==> src/rtl/msd_pkg.sv <==
package msd_pkg;
  localparam int LINES   = 4;
  localparam int IDX_CTS = 0;
  localparam int IDX_DSR = 1;
  localparam int IDX_RI  = 2;
  localparam int IDX_DCD = 3;
  typedef logic [LINES-1:0] line_vec_t;
endpackage

==> src/rtl/msd_sync.sv <==
module msd_sync #(
  parameter int   WIDTH     = 4,
  parameter int   STAGES    = 2,
  parameter logic RESET_VAL = 1'b1
) (
  input  logic             clk_i,
  input  logic             rst_ni,
  input  logic [WIDTH-1:0] d_i,
  output logic [WIDTH-1:0] q_o
);
  for (genvar b = 0; b < WIDTH; b++) begin : g_bit
    logic [STAGES-1:0] pipe_q;
    always_ff @(posedge clk_i or negedge rst_ni) begin
      if (!rst_ni) pipe_q <= {STAGES{RESET_VAL}};
      else if (STAGES == 1) pipe_q <= d_i[b];
      else pipe_q <= {pipe_q[STAGES-2:0], d_i[b]};
    end
    assign q_o[b] = pipe_q[STAGES-1];
  end
endmodule

==> src/rtl/msd_delta.sv <==
module msd_delta
  import msd_pkg::*;
#(
  parameter int SETTLE = 3
) (
  input  logic      clk_i,
  input  logic      rst_ni,
  input  line_vec_t lvl_i,
  input  logic      clr_i,
  output line_vec_t delta_o
);
  localparam int CW = $clog2(SETTLE + 1);

  line_vec_t       prev_q, delta_q, det;
  logic [CW-1:0]   cnt_q;
  logic            settled;

  assign settled = (cnt_q == CW'(SETTLE));

  always_ff @(posedge clk_i or negedge rst_ni) begin
    if (!rst_ni) cnt_q <= '0;
    else if (!settled) cnt_q <= cnt_q + 1'b1;
  end

  // ring flags only the trailing edge of its asserted level
  for (genvar i = 0; i < LINES; i++) begin : g_det
    if (i == IDX_RI) begin : g_trail
      assign det[i] = settled & prev_q[i] & ~lvl_i[i];
    end else begin : g_any
      assign det[i] = settled & (prev_q[i] ^ lvl_i[i]);
    end
  end

  always_ff @(posedge clk_i or negedge rst_ni) begin
    if (!rst_ni) begin
      prev_q  <= '0;
      delta_q <= '0;
    end else begin
      prev_q  <= lvl_i;
      delta_q <= (delta_q & ~{LINES{clr_i}}) | det;  // edge beats read
    end
  end

  assign delta_o = delta_q;
endmodule

==> src/rtl/msd_flow.sv <==
module msd_flow (
  input  logic clk_i,
  input  logic rst_ni,
  input  logic flow_en_i,
  input  logic cts_act_i,
  input  logic char_done_i,
  output logic tx_allow_o
);
  logic halt_q;

  always_ff @(posedge clk_i or negedge rst_ni) begin
    if (!rst_ni) halt_q <= 1'b0;
    else if (!flow_en_i || cts_act_i) halt_q <= 1'b0;
    else if (char_done_i) halt_q <= 1'b1;
  end

  assign tx_allow_o = ~halt_q;
endmodule

==> src/rtl/modem_status_monitor.sv <==
module modem_status_monitor
  import msd_pkg::*;
#(
  parameter int SYNC_STAGES = 2
) (
  input  logic       clk_i,
  input  logic       rst_ni,
  input  logic       cts_n_i,
  input  logic       dsr_n_i,
  input  logic       ri_n_i,
  input  logic       dcd_n_i,
  input  logic       status_rd_i,
  input  logic       loop_en_i,
  input  logic       lb_rts_i,
  input  logic       lb_dtr_i,
  input  logic       lb_out1_i,
  input  logic       lb_out2_i,
  input  logic       flow_en_i,
  input  logic       char_done_i,
  output logic [7:0] status_o,
  output logic       irq_o,
  output logic       tx_allow_o
);
  localparam int SETTLE = SYNC_STAGES + 1;

  line_vec_t pin_n, pin_sync_n, lb_lvl, lvl, delta;

  always_comb begin
    pin_n          = '0;
    pin_n[IDX_CTS] = cts_n_i;
    pin_n[IDX_DSR] = dsr_n_i;
    pin_n[IDX_RI]  = ri_n_i;
    pin_n[IDX_DCD] = dcd_n_i;
    lb_lvl          = '0;
    lb_lvl[IDX_CTS] = lb_rts_i;
    lb_lvl[IDX_DSR] = lb_dtr_i;
    lb_lvl[IDX_RI]  = lb_out1_i;
    lb_lvl[IDX_DCD] = lb_out2_i;
  end

  msd_sync #(
    .WIDTH    (LINES),
    .STAGES   (SYNC_STAGES),
    .RESET_VAL(1'b1)
  ) u_sync (
    .clk_i (clk_i),
    .rst_ni(rst_ni),
    .d_i   (pin_n),
    .q_o   (pin_sync_n)
  );

  assign lvl = loop_en_i ? lb_lvl : ~pin_sync_n;

  msd_delta #(
    .SETTLE(SETTLE)
  ) u_delta (
    .clk_i  (clk_i),
    .rst_ni (rst_ni),
    .lvl_i  (lvl),
    .clr_i  (status_rd_i),
    .delta_o(delta)
  );

  msd_flow u_flow (
    .clk_i      (clk_i),
    .rst_ni     (rst_ni),
    .flow_en_i  (flow_en_i),
    .cts_act_i  (lvl[IDX_CTS]),
    .char_done_i(char_done_i),
    .tx_allow_o (tx_allow_o)
  );

  assign status_o = {lvl, delta};
  assign irq_o    = |delta;
endmodule

==> config.mk <==
export PLATFORM = sky130hd
export DESIGN_NAME = modem_status_monitor
export DESIGN_NICKNAME = d
export VERILOG_FILES = /design/src/rtl/msd_pkg.sv /design/src/rtl/msd_sync.sv /design/src/rtl/msd_delta.sv /design/src/rtl/msd_flow.sv /design/src/rtl/modem_status_monitor.sv
export SDC_FILE = /design/constraint.sdc
export NUM_CORES = 1
export LEC_CHECK = 0
export ABC_AREA = 1
export ABC_CLOCK_PERIOD_IN_PS = 2800
export BUFFER_PORTS_ARGS = -buffer_cell sky130_fd_sc_hd__buf_2
export CORE_ASPECT_RATIO = 0.9
export CORE_MARGIN = 2
export CORE_UTILIZATION = 45
export DETAILED_ROUTE_END_ITERATION = 8
export PLACE_DENSITY = 0.81
export SETUP_SLACK_MARGIN = 0.4
export SLEW_MARGIN = 15
export SYNTH_ARGS = -nofsm -noshare
export SYNTH_HDL_FRONTEND = slang
export SYNTH_SLANG_ARGS = --single-unit
==> constraint.sdc <==
create_clock -name clk_i -period 2.8 [get_ports clk_i]
set_input_delay 0.28 -clock clk_i [delete_from_list [all_inputs] [get_ports clk_i]]
set_output_delay 0.28 -clock clk_i [all_outputs]
set_load 0.02 [all_outputs]
; ---- Word level (Yosys, flattened, before mapping)
; Index checks and enable logic that the tools add are counted.
; W data, S select, Z words.
[op_classes]
addsub = 1
eq_ne = 1
muxes = 3
n_bitwise = 14
reduce_logical = 4
[ops]
columns = cell, n
row1 = $not A4 Y4, 2
row2 = $and A1 B1 Y1, 5
row3 = $and A4 B4 Y4, 1
row4 = $mux W4, 1
row5 = $or A4 B4 Y4, 1
row6 = $reduce_or A4 Y1, 1
row7 = $xor A1 B1 Y1, 3
row8 = $add A2 B1 Y2 const B, 1
row9 = $eq A2 B2 Y1 const B, 1
row10 = $mux W1, 2
row11 = $not A1 Y1, 2
row12 = $reduce_bool A2 Y1, 1
row13 = $logic_not A1 Y1, 1
row14 = $logic_or A1 B1 Y1, 1
[word_totals]
ff_bits = 19
input_bits = 14
out_inout_bits = 10
elab_cells = 31

; ---- Logic depth before layout (Yosys ltp)
[logic_depth]
word_depth = 5
ltp_mapped = 6

; ---- By module
; From an unflattened synthesis, not the netlist that was laid out.
[unflattened]
cells_unflattened = 70
hier_area_um2 = 729.4
[modules_own_cells]
columns = module, instances, cells_per_inst, area_each_um2, seq_area_each_um2
row1 = msd_delta, 1, 41, 399.1, 250.2
row2 = msd_sync, 1, 12, 240.2, 210.2
row3 = modem_status_monitor, 1, 11, 46.3, 0.0
row4 = msd_flow, 1, 6, 43.8, 25.0

; ---- Worst setup path before layout
; OpenSTA, ideal clock, no wires.
[synth_path]
path_kind = register -> output
start = reg u_sync.g_bit[0].pipe_q[1]
end = out status_o[4]
arrival_ps = 806
t_required_ps = 2520
slack_ps = 1714
path_stages_with_launch = 5
path_cell_list = dfstp_2 > nand2_2 > nand2_1 > inv_2 > buf_4
[synth_between]
elab_chain_cells = 2
[synth_rtl]
columns = element, line
row1 = from (decl), msd_sync.sv:12  ; logic [STAGES-1:0] pipe_q;
row2 = from (signal assigned), msd_sync.sv:14  ; if (!rst_ni) pipe_q <= {STAGES{RESET_VAL}};
row3 = from (signal assigned), msd_sync.sv:15  ; else if (STAGES == 1) pipe_q <= d_i[b];
row4 = from (signal assigned), msd_sync.sv:16  ; else pipe_q <= {pipe_q[STAGES-2:0], d_i[b]};
row5 = $not A4 Y4, modem_status_monitor.sv:52  ; assign lvl = loop_en_i ? lb_lvl : ~pin_sync_n;
row6 = $mux W4, modem_status_monitor.sv:52
row7 = to (decl), modem_status_monitor.sv:20  ; output logic [7:0] status_o,
; No other way between the ends.

; ---- Worst setup path after layout
[layout_path]
start = reg u_sync.g_bit[3].pipe_q[1]
end = out status_o[7]
[layout_between]
elab_chain_cells = 2
[layout_rtl]
columns = element, line
row1 = from (decl), msd_sync.sv:12
row2 = from (signal assigned), msd_sync.sv:14
row3 = from (signal assigned), msd_sync.sv:15
row4 = from (signal assigned), msd_sync.sv:16
row5 = $not A4 Y4, modem_status_monitor.sv:52
row6 = $mux W4, modem_status_monitor.sv:52
; No other way between the ends.

==> metrics.txt <==
# TYPE chip_impl_metric gauge
chip_impl_metric{name="routed_via_density",unit=""} 4.37
chip_impl_metric{name="routed-via-count",unit=""} 555
chip_impl_info{name="yosys-top-cells-area",value="sky130_fd_sc_hd__dfrtp_1 (35%), sky130_fd_sc_hd__dfstp_2 (27%), sky130_fd_sc_hd__nand2_1 (10%)"} 1
chip_impl_metric{name="wirelength",unit="um"} 1260
chip_impl_metric{name="power.density_cell_area",unit="nW/um^2"} 555
chip_impl_metric{name="cp_num_cells",unit=""} 4
chip_impl_info{name="timing.critical_path.slowest_stage_cell",value="sky130_fd_sc_hd__dfstp_2"} 1
chip_impl_metric{name="syn_nets",unit=""} 92
chip_impl_metric{name="global_route.usage.total",unit=""} 0.148
chip_impl_metric{name="synth_seq_cells",unit=""} 19
chip_impl_metric{name="post-place-ws",unit="ns"} 1.60
chip_impl_metric{name="antenna_cells",unit=""} 0
chip_impl_metric{name="layout.nets",unit=""} 119
chip_impl_metric{name="post_syn_area",unit="um^2"} 787
chip_impl_metric{name="ctsResizeCount",unit=""} 0
chip_impl_metric{name="number_of_distinct_library_cells_after_synthesis",unit=""} 19
chip_impl_info{name="synth_ff_type",value="sky130_fd_sc_hd__dfrtp_1"} 1
chip_impl_info{name="commonest_cells_in_the_netlist",value="sky130_fd_sc_hd__nand2_1 (21), sky130_fd_sc_hd__dfrtp_1 (11), sky130_fd_sc_hd__inv_1 (11), sky130_fd_sc_hd__dfstp_2 (8), sky130_fd_sc_hd__nand3_1 (7)"} 1
chip_impl_metric{name="die-height",unit="um"} 43.7
chip_impl_info{name="worstHoldStart",value="ri_n_i"} 1
chip_impl_metric{name="holdPathStages",unit=""} 1
chip_impl_metric{name="drt_first_iter_violations",unit=""} 3
chip_impl_metric{name="finalWorstSetupSlack",unit="ns"} 1.33
chip_impl_metric{name="timing.final.crit_share",unit=""} 0.524
chip_impl_metric{name="grt_first_pass_wirelength",unit="um"} 2120
chip_impl_metric{name="vdd_ir_drop_max",unit="V"} 0.000413
chip_impl_metric{name="first_global_vias",unit=""} 510
chip_impl_metric{name="post_cts_buffers",unit=""} 0
chip_impl_metric{name="core_area",unit="um^2"} 1660
chip_impl_metric{name="dieArea",unit="um^2"} 2100
chip_impl_metric{name="cts_num_sinks",unit=""} 19
chip_impl_metric{name="slew-limit-headroom",unit=""} 0.741
chip_impl_metric{name="synth.avg_cell_area",unit="um^2"} 10.2
chip_impl_metric{name="route.detailed.drc",unit=""} 0
chip_impl_metric{name="synth_warnings",unit=""} 0
chip_impl_metric{name="gr-total-overflow",unit=""} 0
chip_impl_metric{name="netlist_instances",unit=""} 77
chip_impl_info{name="grt_setup_unrepaired",value="false"} 1
chip_impl_metric{name="port_buffers",unit=""} 23
chip_impl_info{name="clock_tree_root",value="sky130_fd_sc_hd__clkbuf_4"} 1
chip_impl_metric{name="final_layout_size_suffix_gt1_frac",unit=""} 0.447
chip_impl_metric{name="tritoncts.num_buffers",unit=""} 3
chip_impl_metric{name="post_cts_hold_buffer_count",unit=""} 1
chip_impl_metric{name="number_of_enable_type_register_cells_in_the_synthesized_netlist",unit=""} 0
chip_impl_metric{name="async_reset_ff_frac",unit=""} 1.00
chip_impl_metric{name="p_leak",unit="nW"} 0.495
chip_impl_metric{name="max_cap_violations",unit=""} 0
chip_impl_metric{name="antenna_violations_before_repair",unit=""} 0
chip_impl_metric{name="hpwlAfterDp",unit="um"} 996
chip_impl_metric{name="critical_path_peak_fanout",unit=""} 2
chip_impl_metric{name="cts-root-to-sink-buffers",unit=""} 2
chip_impl_metric{name="grt_start_max_net_pins",unit=""} 20
chip_impl_metric{name="skew",unit="ns"} 0.00135
chip_impl_metric{name="period_needed",unit="ns"} 1.47
chip_impl_metric{name="timing_max_transition_violations_final",unit=""} 0
chip_impl_info{name="startpoint_type",value="flop"} 1
chip_impl_info{name="setup.worst_path.class",value="flop to output pin"} 1
chip_impl_metric{name="tightestPinTransition",unit="ns"} 0.389
chip_impl_metric{name="worst_ep_required_time",unit="ns"} 2.52
chip_impl_info{name="synthDominantAreaCellType",value="sky130_fd_sc_hd__dfrtp_1"} 1
chip_impl_metric{name="synth.top_cell.area_share",unit=""} 0.350
chip_impl_metric{name="critical_path.n_buffers_inverters",unit=""} 2
chip_impl_info{name="yosys.cell_count.top_type",value="sky130_fd_sc_hd__nand2_1"} 1
chip_impl_info{name="critical_path.cell_chain",value="inv_1, nand2_2, nand2_1, buf_2"} 1
chip_impl_metric{name="timing.critical_path.arrival",unit="ns"} 1.19
chip_impl_info{name="worstSetupStartpoint",value="u_sync.g_bit[3].pipe_q[1]$_DFF_PN1_"} 1
chip_impl_info{name="hold_class",value="input port to flop"} 1
chip_impl_metric{name="cts.htree.levels",unit=""} 1
chip_impl_metric{name="core_rows",unit=""} 14
chip_impl_metric{name="layout-area-overhead-vs-synth",unit="%"} 21.1
chip_impl_metric{name="clk-insertion-delay-late",unit="ns"} 0.30
chip_impl_metric{name="drt_first_pass_iters",unit=""} 4
chip_impl_metric{name="avgRoutedWirePerCell",unit="um"} 9.94
chip_impl_info{name="regToRegStartpoint",value="u_delta.cnt_q[0]$_DFFE_PN0P_"} 1
chip_impl_metric{name="worst_setup_hold_path_clk_slew",unit="ns"} 0.11
chip_impl_metric{name="report.final.hold_viol_count",unit=""} 0
chip_impl_metric{name="synth-seq-area-share",unit=""} 0.617
chip_impl_metric{name="finalWeightedCongestion",unit=""} 0.764
chip_impl_metric{name="final_setup_viols",unit=""} 0
chip_impl_metric{name="fmax",unit="MHz"} 681
chip_impl_info{name="run_status",value="finished clean"} 1
chip_impl_info{name="cpLargestDelayFamily",value="flip-flops"} 1
chip_impl_metric{name="num_io_pins",unit=""} 24
chip_impl_info{name="critPathCaptureType",value="output pin"} 1
chip_impl_metric{name="start_util",unit=""} 0.473
chip_impl_metric{name="setup-tns-final",unit="ns"} 0
chip_impl_metric{name="timing.reg2reg.worst_path_depth",unit=""} 2
chip_impl_metric{name="antenna_left",unit=""} 0
chip_impl_metric{name="floorplan.die.width",unit="um"} 48.1
chip_impl_info{name="tritoncts",value="done"} 1
chip_impl_metric{name="cpPeakStageDelay",unit="ns"} 0.55
==> cells by family after synthesis <==
family	share of synthesized area
XOR/XNOR	0.0111
flip-flops	0.617
adder cells (fa/ha/maj)	0.0159
AND/OR/NAND/NOR	0.226
multiplexers	0.0143
buffers and inverters	0.0922
AO/OA/AOI/OAI	0.0238
==> per-stage QoR <==
stage                util  hold slack, ns  cell area [um^2]  cells  total power [mW]
global route        0.573          0.0329               953    127             0.561
floorplan               -         -0.0156               787     77             0.363
global placement    0.549           0.225               913    122             0.390
CTS                 0.573          0.0581               953    127             0.534
finish              0.573          0.0650               953    127             0.529
detailed placement  0.549           0.228               913    122             0.394
==> worst register-to-register path: cells and delay by family, from the launching register on <==
kind | cells | cell delay (ns)
mux | 1 | 0.36
fa+ha+maj | 1 | 0.29
flops | 1 | 0.39
==> registers in the layout (all words and copies together) (netlist names) <==
signal,flops
u_flow.halt_q,1
u_sync.g_bit.pipe_q,8
u_delta.delta_o,4
u_delta.cnt_q,2
u_delta.prev_q,4
==> placed cells by master (no fill, tap or decap), drive strengths merged <==
cell,instances
clkinvlp,1
inv,13
mux2,1
nor2,3
dfstp,8
xnor2,1
ha,1
dfrtp,11
nand2,25
clkbuf,3
dlygate4sd3,1
buf,23
nand3,9
o21ai,3
==> layer usage <==
layer,vias up,GRT usage,part of all wire
li1,286,-,-
met1,247,0.185,0.47
met2,20,0.221,0.45
met3,2,0.0625,0.063
met4,0,0.0649,0.015
met5,-,0,0
==> final cells by class <==
type	count	area, um^2
timing repair buffer	24	125
clock buffer	3	22.5
multi-input combinational	43	229
tap	24	30.0
clock inverter	1	7.51
inverter	13	53.8
fill	160	711
sequential	19	485
==> final timing paths <==
kind                                                       end  slack (ns)
min in group asynchronous          u_delta.prev_q[3]$_DFF_PN0_        0.42
hold reg to reg            u_sync.g_bit[2].pipe_q[1]$_DFF_PN1_        0.36
setup reg to reg                  u_delta.cnt_q[1]$_DFFE_PN0P_        1.66
setup / recovery                                   status_o[7]        1.33
max in group asynchronous  u_sync.g_bit[0].pipe_q[1]$_DFF_PN1_        2.07
hold / removal             u_sync.g_bit[2].pipe_q[0]$_DFF_PN1_        0.07
==> report_power, final <==
| part | total (mW) | switching, mW | internal (mW) |
|---|---|---|---|
| Sequential | 0.307 | 0.00995 | 0.297 |
| Clock | 0.141 | 0.0860 | 0.0545 |
| Combinational | 0.0811 | 0.0513 | 0.0298 |
Note: power is estimated with default switching activity, not from simulation.
